### config.mk
export PLATFORM = sky130hd
export DESIGN_NAME = car_word_spotter
export DESIGN_NICKNAME = d
export VERILOG_FILES = /design/src/rtl/car_word_pkg.sv /design/src/rtl/car_symbol_decode.sv /design/src/rtl/car_next_state.sv /design/src/rtl/car_hit_decode.sv /design/src/rtl/car_word_spotter.sv
export SDC_FILE = /design/constraint.sdc
export NUM_CORES = 1
export LEC_CHECK = 0
export ABC_AREA = 1
export ABC_CLOCK_PERIOD_IN_PS = 2200
export BUFFER_PORTS_ARGS = -buffer_cell sky130_fd_sc_hd__buf_2
export CELL_PAD_IN_SITES_DETAIL_PLACEMENT = 1
export CELL_PAD_IN_SITES_GLOBAL_PLACEMENT = 2
export CORE_AREA = 2 2 39 41
export CTS_BUF_LIST = sky130_fd_sc_hd__clkbuf_16
export CTS_CLUSTER_DIAMETER = 100
export CTS_CLUSTER_SIZE = 12
export DETAILED_ROUTE_END_ITERATION = 7
export DIE_AREA = 0 0 41 43
export HOLD_SLACK_MARGIN = 0.02
export PLACE_DENSITY = 0.76
export SYNTH_ARGS = -nofsm -noshare
export SYNTH_HDL_FRONTEND = slang
export SYNTH_SLANG_ARGS = --single-unit
### constraint.sdc
create_clock -name clk -period 2.2 [get_ports clk]
set_input_delay 0.11 -clock clk [delete_from_list [all_inputs] [get_ports clk]]
set_output_delay 0.11 -clock clk [all_outputs]
set_load 0.03 [all_outputs]
### src/rtl/car_word_pkg.sv
package car_word_pkg;

    typedef enum logic [1:0] {
        ST_NONE = 2'd0,
        ST_ONE  = 2'd1,
        ST_TWO  = 2'd2,
        ST_FULL = 2'd3
    } scan_st_e;

    typedef enum logic [1:0] {
        SYM_OTHER  = 2'd0,
        SYM_FIRST  = 2'd1,
        SYM_SECOND = 2'd2,
        SYM_THIRD  = 2'd3
    } sym_e;

    typedef struct packed {
        scan_st_e st;
        logic     hit;
    } scan_reg_t;

endpackage

### src/rtl/car_symbol_decode.sv
module car_symbol_decode
    import car_word_pkg::*;
#(
    parameter int                  CHAR_W      = 8,
    parameter logic [CHAR_W-1:0]   CODE_FIRST  = 8'h43,
    parameter logic [CHAR_W-1:0]   CODE_SECOND = 8'h41,
    parameter logic [CHAR_W-1:0]   CODE_THIRD  = 8'h52
) (
    input  logic [CHAR_W-1:0] ch,
    output sym_e              sym
);
    always_comb begin
        if (ch == CODE_FIRST)       sym = SYM_FIRST;
        else if (ch == CODE_SECOND) sym = SYM_SECOND;
        else if (ch == CODE_THIRD)  sym = SYM_THIRD;
        else                        sym = SYM_OTHER;
    end
endmodule

### src/rtl/car_next_state.sv
module car_next_state
    import car_word_pkg::*;
(
    input  scan_st_e cur,
    input  logic     take,
    input  sym_e     sym,
    output scan_st_e nxt
);
    always_comb begin
        nxt = cur;
        if (take) begin
            if (sym == SYM_FIRST) begin
                // a first letter always opens a fresh attempt
                nxt = ST_ONE;
            end else begin
                unique case (cur)
                    ST_ONE:  nxt = (sym == SYM_SECOND) ? ST_TWO  : ST_NONE;
                    ST_TWO:  nxt = (sym == SYM_THIRD)  ? ST_FULL : ST_NONE;
                    default: nxt = ST_NONE;
                endcase
            end
        end
    end
endmodule

### src/rtl/car_hit_decode.sv
module car_hit_decode
    import car_word_pkg::*;
(
    input  scan_st_e st,
    output logic     hit
);
    assign hit = (st == ST_FULL);
endmodule

### src/rtl/car_word_spotter.sv
module car_word_spotter
    import car_word_pkg::*;
#(
    parameter int                CHAR_W      = 8,
    parameter logic [CHAR_W-1:0] CODE_FIRST  = 8'h43,
    parameter logic [CHAR_W-1:0] CODE_SECOND = 8'h41,
    parameter logic [CHAR_W-1:0] CODE_THIRD  = 8'h52
) (
    input  logic              clk,
    input  logic              rst,
    input  logic [CHAR_W-1:0] char_in,
    input  logic              char_valid,
    output logic              word_hit
);
    sym_e      sym;
    scan_st_e  st_next;
    logic      hit_next;
    scan_reg_t r_d;
    scan_reg_t r_q;

    car_symbol_decode #(
        .CHAR_W     (CHAR_W),
        .CODE_FIRST (CODE_FIRST),
        .CODE_SECOND(CODE_SECOND),
        .CODE_THIRD (CODE_THIRD)
    ) u_sym (
        .ch (char_in),
        .sym(sym)
    );

    car_next_state u_nxt (
        .cur (r_q.st),
        .take(char_valid),
        .sym (sym),
        .nxt (st_next)
    );

    car_hit_decode u_hit (
        .st (st_next),
        .hit(hit_next)
    );

    always_comb begin
        r_d     = r_q;
        r_d.st  = st_next;
        r_d.hit = hit_next;
    end

    always_ff @(posedge clk) begin
        if (rst) begin
            r_q.st  <= ST_NONE;
            r_q.hit <= 1'b0;
        end else begin
            r_q <= r_d;
        end
    end

    assign word_hit = r_q.hit;

    // checks
    logic rst_seen_q;
    always_ff @(posedge clk) rst_seen_q <= rst;

    always_ff @(posedge clk) begin
        if (rst_seen_q && !rst) begin
            a_r1_reset_clear: assert (r_q.st == ST_NONE && !word_hit)
                else $error("a_r1_reset_clear");
        end
    end

    a_r3_idle_hold: assert property (@(posedge clk) disable iff (rst)
        !char_valid |=> ($stable(r_q.st) && $stable(word_hit)));

    a_r4_first_restart: assert property (@(posedge clk) disable iff (rst)
        (char_valid && char_in == CODE_FIRST) |=> (r_q.st == ST_ONE && !word_hit));

    a_r5_second_letter: assert property (@(posedge clk) disable iff (rst)
        (char_valid && r_q.st == ST_ONE && char_in == CODE_SECOND) |=> (r_q.st == ST_TWO));

    a_r6_hit_after_third: assert property (@(posedge clk) disable iff (rst)
        (char_valid && r_q.st == ST_TWO && char_in == CODE_THIRD) |=> word_hit);

    a_r7_other_drops: assert property (@(posedge clk) disable iff (rst)
        (char_valid && char_in != CODE_FIRST && char_in != CODE_SECOND && char_in != CODE_THIRD)
        |=> (r_q.st == ST_NONE && !word_hit));

    a_r8_hit_clears: assert property (@(posedge clk) disable iff (rst)
        (word_hit && char_valid) |=> !word_hit);

endmodule

==> results.md, run 1 <==
- Nets: 72
- Clock sink count: 3
- DP HPWL: 554.2 um
- DRT Pass-1 Iters: 2
- Worst path slowest cell: dfxtp_1
- R2R depth: 7
- Slew @ Worst Pin: 0.1595 ns
- TritonCTS clock tree: yes
- Min Tclk post-route: 1.186 ns
- Post-synth top area share: 24.49%
- Met3 WL post-DR: 68 um
- Wirelength per Cell: 9.162 um
- Max-slew violations: 0
- Status: finished clean
- Seq pwr share: 15.3%
- RR Endpoint: word_hit$_SDFF_PP0_
- First-pass GRT wire length: 1.090 mm
- Crit path DAT: 1.34 ns
- CP Launch Point: r_q[1]$_SDFF_PP0_
- Initial antenna violation count: 0
- Worst-path maximum fanout: 2
- Kind of cell adding the most delay to the critical path: flip-flops
- Register bit total from synthesis: 3
- Largest cells by area after synthesis: dfxtp_1 (24%), inv_1 (18%), nand2_1 (14%)
- Tot GR Track Use: 10.13%
- Top Metal Used: met4
- Wire length on met1: 304 um
- Critical path endpoint category: register
- Final setup violating endpoints: 0
- CP bufs+invs: 2
- ANT cells: 0
- Post-synth cell types: 9
- P_leak: 0.2267 nW
- Drt initial violations: 2
- Sw frac: 17.74%
- Layout cells sized above 1: 25.86%
- Maximum Capacitance Violations: 0
- Worst setup path endpoint: word_hit$_SDFF_PP0_
- Root buffer cell: clkbuf_16
- Largest net degree at the start of global routing: 4
- DIE AREA: 1763 um^2
- Routed vias: 288
- I/O Buffers: 11
- Yosys top cell by area: dfxtp_1
- Clock Tree Buf Depth: 2
- Die Y-Extent: 43 um
- Layout Skew: 0.001167 ns
- Placer Congestion: 0.7006
- Tcrit/Tclk final: 53.90%
- Vias in the first global route: 289
- RSZ-0062 raised after global routing: no
- Max stage delay on crit path: 0.32 ns
- Num CTS Buffers: 3
- Die X: 41 um
- Critical-path cell list: inv_1 -> ha_1 -> inv_1 -> nand4_1 -> nand2_1 -> nand2_1 -> a21oi_1
- H-tree levels: 1
- Mapped Area: 245.2 um^2
- Area grow syn2layout: 62.76%
- Most frequent cells in the layout: inv_1 (13), buf_2 (11), nand2_1 (9), nor2_1 (8), nand3_1 (4)
- Num ports: 12
- Final worst slack: 1.014 ns
- Multi-input logic area: 140.1 um^2
- Int Pwr: 0.0003015 W
- Pre-CTS WS: 0.9884 ns
- Worst-skew pair later-pin latency: 0.22 ns
- Syn Nets: 56
- Post-DRT Antenna Nets: 0
- Combinational power share: 7.0%
- Setup repair bufs after CTS: 0
- Worst min-delay path class: input pin to register
- # DRC: 0
- Setup TNS: 0 ns
- Fill cell count: 187
- Post-Synthesis Cells: 43
- Worst endpoint required time: 2.35 ns
- Seq/Total Area, Yosys: 24.49%
- Most common cell after layout, fill and taps aside: inv_1
- Global route overflow: 0
- # hold bufs at CTS: 0
- Drt total wl: 678 um
- Relative slew slack: 89.36%
- Avg Inst Size Synth: 5.703 um^2
- Critical path depth: 7
- Peak Freq: 843.3 MHz
- Register area: 60.06 um^2
- Final Hold Violating Endpoints: 0
- Setup crit start kind: register
- PD cells: 918.2 nW/um^2
- Starting Density: 17.72%
- Synth warn: 0
- NetSw: 0.00006503 W
- Routed vias/inst: 3.892
- FF-to-FF setup slack: 1.01 ns
- Peak VDD IR: 0.8109 mV
- RR Startpoint: r_q[1]$_SDFF_PP0_
- Row count: 14
- Placeable Area: 1384 um^2
- Clock power frac: 77.7%
- Crit path kind: register to register
- PostCTS Resize Cnt: 0
- Worst-path clk slew: 0.03 ns
- Met2 routed WL: 274 um
==> Yosys cell counts <==
| cell | number |
|---|---|
| a21oi_1 | 3 |
| dfxtp_1 | 3 |
| ha_1 | 2 |
| inv_1 | 12 |
| nand2_1 | 9 |
| nand3_1 | 4 |
| nand3_2 | 1 |
| nand4_1 | 1 |
| nor2_1 | 8 |
==> worst register-to-register path, stage by stage, from the launching register on <==
cell and delay (ns):
dfxtp_1 0.32, inv_1 0.06, ha_1 0.28, inv_1 0.09, nand4_1 0.10, nand2_1 0.07
nand2_1 0.06, a21oi_1 0.13
==> cell families after synthesis <==
| kind of cell | after synthesis | synth area share (%) |
|---|---|---|
| compound gates | 3 | 6.121 |
| fa+ha+maj | 2 | 10.20 |
| buf+inv | 12 | 18.37 |
| flops | 3 | 24.49 |
| simple gates | 23 | 40.82 |
==> per-stage QoR <==
stage	total power, W	instances	hold WS [ns]	util, %	area [um^2]
2_1_floorplan	0.00006878	43	0.1791	-	245.2
3_3_place_gp	0.00008236	70	0.2942	23.15	320.3
3_5_place_dp	0.00008294	70	0.3004	23.15	320.3
4_1_cts	0.0003725	74	0.06562	28.84	399.1
5_1_grt	0.0003835	74	0.07118	28.84	399.1
6_report	0.0003665	74	0.06771	28.84	399.1
==> cell type report <==
| class | count | share of cell area (%) |
|---|---|---|
| Clock buffer | 3 | 18.81 |
| Clock inverter | 1 | 0.9404 |
| Inverter | 12 | 11.29 |
| Multi-Input combinational cell | 28 | 35.11 |
| Sequential cell | 3 | 15.05 |
| Tap cell | 16 | 5.016 |
| Timing Repair Buffer | 11 | 13.79 |
==> worst min path at each step <==
| stage | slack (ns) | depth (start not counted) | start | to |
|---|---|---|---|---|
| after floorplan | 0.18 | 1 | rst | r_q[2]$_SDFF_PP0_ |
| after global placement | 0.29 | 2 | rst | r_q[2]$_SDFF_PP0_ |
| after detailed placement | 0.30 | 2 | rst | r_q[2]$_SDFF_PP0_ |
| after CTS | 0.07 | 2 | rst | r_q[2]$_SDFF_PP0_ |
| after global routing | 0.07 | 2 | rst | r_q[2]$_SDFF_PP0_ |
| final | 0.07 | 2 | rst | r_q[2]$_SDFF_PP0_ |
==> per-layer routing <==
metal | GRT usage, % | up-vias
met4 | 12.00 | 0
met5 | 0 | -
met2 | 13.75 | 14
li1 | - | 157
met1 | 10.26 | 113
met3 | 3.665 | 4
==> power by group through the flow <==
stage,clock network (W),registers (W),logic [W]
after global routing,0.000298,0.0000562,0.0000298
final,0.000285,0.0000562,0.0000255
after floorplan,0,0.0000568,0.0000120
after global placement,0,0.0000569,0.0000255
after detailed placement,0,0.0000569,0.0000260
after CTS,0.000290,0.0000562,0.0000262
==> state kept, by name, summed over array words and instances (netlist names) <==
| name | cells |
|---|---|
| word_hit | 1 |
| r_q | 2 |
(Power assumes the default switching activity.)
==> run 2: changes to the inputs <==
Settings changed: ABC_AREA 1 to 0, ABC_CLOCK_PERIOD_IN_PS 2200 to 1150, PLACE_DENSITY 0.76 to 0.67.
Clock period 2.2 ns to 1.15 ns, I/O delays scaled along.
==> results.md, run 2 <==
- Worst path slowest cell: dfxtp_2
- Hold path endpoint: r_q[1]$_SDFF_PP0_
- Slew @ Worst Pin: 0.3011 ns
- Synth warn: 0
- Routed vias/inst: 4.210
- Post-DRT Antenna Nets: 0
- Final Hold Violating Endpoints: 0
- Number of flip-flops in the largest register: 2
- Final setup violating endpoints: 3
- Crit path kind: register to register
- Critical-path cell list: inv_2 -> ha_4 -> and4bb_1 -> o2111ai_2 -> a21oi_2 -> and2_1
- R2R depth: 6
- Post-Synthesis Cells: 27
- Starting Density: 17.90%
- Area grow syn2layout: 94.44%
- Syn Nets: 40
- Placer Congestion: 0.7121
- First-pass GRT wire length: 1.317 mm
- Min Tclk post-route: 1.296 ns
- Dpl cells: 57
- RR Endpoint: word_hit$_SDFF_PP0_
- Tcrit/Tclk final: 112.7%
- RSZ-0062 raised after global routing: yes
- Yosys top cell by area: dfxtp_1
- Worst-path clk slew: 0.03 ns
- Status: complete, but fails checks
- Drt initial violations: 0
- Peak VDD IR: 1.082 mV
- Crit path DAT: 1.41 ns
- Tot GR Track Use: 11.43%
- DP HPWL: 560.4 um
- Largest net degree at the start of global routing: 6
- Count leader, synth: inv_1
- ANT cells: 0
- Kind of cell adding the most delay to the critical path: flip-flops
- Post-synth cell types: 17
- RR Startpoint: r_q[1]$_SDFF_PP0_
- FF-to-FF setup slack: -0.15 ns
- Layout Skew: 0.003585 ns
- Mapped Area: 247.7 um^2
- Worst min-delay path class: input pin to register
- Largest cells by area after synthesis: dfxtp_1 (24%), ha_1 (10%), nor4b_4 (9.6%)
- Die X: 41 um
- Vias in the first global route: 325
- Placeable Area: 1384 um^2
- Register bit total from synthesis: 3
- Die Y-Extent: 43 um
- Num ports: 12
- Pre-CTS WS: -0.1935 ns
- Clock Tree Buf Depth: 2
- Maximum Capacitance Violations: 0
- Drt total wl: 721 um
- Nets: 60
- Final worst slack: -0.1464 ns
- Number of synthesized flops with an enable pin: 0
- FFs w/ async S/R, synth: 0%
- Largest reg by FF count: r_q
- Num CTS Buffers: 3
- DIE AREA: 1763 um^2
- P_leak: 0.2008 nW
- WHS Path Cells: 3
- Max stage delay on crit path: 0.32 ns
- Relative slew slack: 79.84%
- Worst-skew pair later-pin latency: 0.22 ns
- CP Launch Point: r_q[1]$_SDFF_PP0_
- Row count: 14
- Global route overflow: 0
- Peak Freq: 771.4 MHz
- PD cells: 1454 nW/um^2
- Post-synth top area share: 24.24%
- Final Non-Filler Cells: 62
- Wirelength per Cell: 11.63 um
- Most common cell after layout, fill and taps aside: buf_2
- Avg Inst Size Synth: 9.175 um^2
- TritonCTS clock tree: yes
- DRT Pass-1 Iters: 1
- Layout cells sized above 1: 60.87%
- Most frequent cells in the layout: buf_2 (11), nor2b_1 (3), clkbuf_16 (3)
- Max-slew violations: 0
- Most frequent cells after synthesis: inv_1 (4), dfxtp_1 (3), nor2b_1 (3)
- CP bufs+invs: 1
- Initial antenna violation count: 0
- Root buffer cell: clkbuf_16
- Worst Min Path Start: char_valid
- WHS: 0.1514 ns
- Worst endpoint required time: 1.26 ns
- Routed vias: 261
- Failing checks: setup timing
- H-tree levels: 1
- Seq/Total Area, Yosys: 24.24%
- Setup crit start kind: register
- Critical path endpoint category: register
- I/O Buffers: 11
- Worst-path maximum fanout: 2
- Clock sink count: 3
- Ys flop type: dfxtp_1
- # DRC: 0
==> run 2: cell type report <==
| type | count | area, um^2 |
|---|---|---|
| flip-flops and latches | 3 | 62.56 |
| clock buffers | 3 | 75.07 |
| clock inverters | 1 | 3.754 |
| repair buffers | 15 | 91.34 |
| well taps | 16 | 20.02 |
| multi-input cells | 20 | 211.5 |
| fillers | 171 | 902.1 |
| inverters | 4 | 17.52 |
==> run 2: cells by family after synthesis <==
group	after synthesis	synth area share, %
and+or+nand+nor	12	38.39
AOI/OAI and AO/OA	5	17.68
xor gates and xnor gates	1	3.536
adders and majority gates	2	10.10
buffers and inverters	4	6.059
DFF	3	24.24
==> run 2: worst max-delay path by stage <==
stage	slack [ns]	endpoint	cells after the start
finish	-0.15	word_hit$_SDFF_PP0_	6
detailed placement	-0.19	word_hit$_SDFF_PP0_	6
global placement	-0.17	word_hit$_SDFF_PP0_	6
CTS	-0.15	word_hit$_SDFF_PP0_	6
global route	-0.22	r_q[2]$_SDFF_PP0_	5
floorplan	-0.14	word_hit$_SDFF_PP0_	6
==> run 2: stage by stage <==
stage          utilization, %  TNS, ns  area [um^2]  power (W)
2_1_floorplan               -  -0.1926        255.2  0.0001213
3_3_place_gp            25.50  -0.4078        352.8  0.0001519
5_1_grt                 34.81  -0.5188        481.7  0.0007200
4_1_cts                 34.81  -0.3166        481.7  0.0007171
3_5_place_dp            25.50  -0.4475        352.8  0.0001525
6_report                34.81  -0.2897        481.7  0.0007003
==> run 2: worst min-delay path, stage by stage <==
cell,delay (ns)
buf_2,0.14
o2111ai_2,0.09
a21oi_2,0.05
==> run 2: where the power goes <==
group,switching [W],internal [W]
sequential,0.0000000331,0.000105
combinational,0.0000241,0.0000247
clock,0.0000980,0.000449
total,0.000122,0.000578
==> run 2: timing repair <==
action | CTS | global route
pin swaps | 4 | 0
buffers inserted | 0 | 0
resized for setup | 10 | 0
hold buffers | 1 | 0
hold endpoints to repair | 2 | 0
endpoints found under the setup margin | 3 | 3
==> run 2: routing by layer <==
| layer | GRT usage (%) | up-vias | routed length [um] |
|---|---|---|---|
| met5 | 0 | - | 0 |
| met4 | 6.000 | 0 | 0 |
| met3 | 3.141 | 0 | 16 |
| met2 | 18.44 | 4 | 401 |
| met1 | 12.82 | 120 | 304 |
| li1 | - | 137 | - |
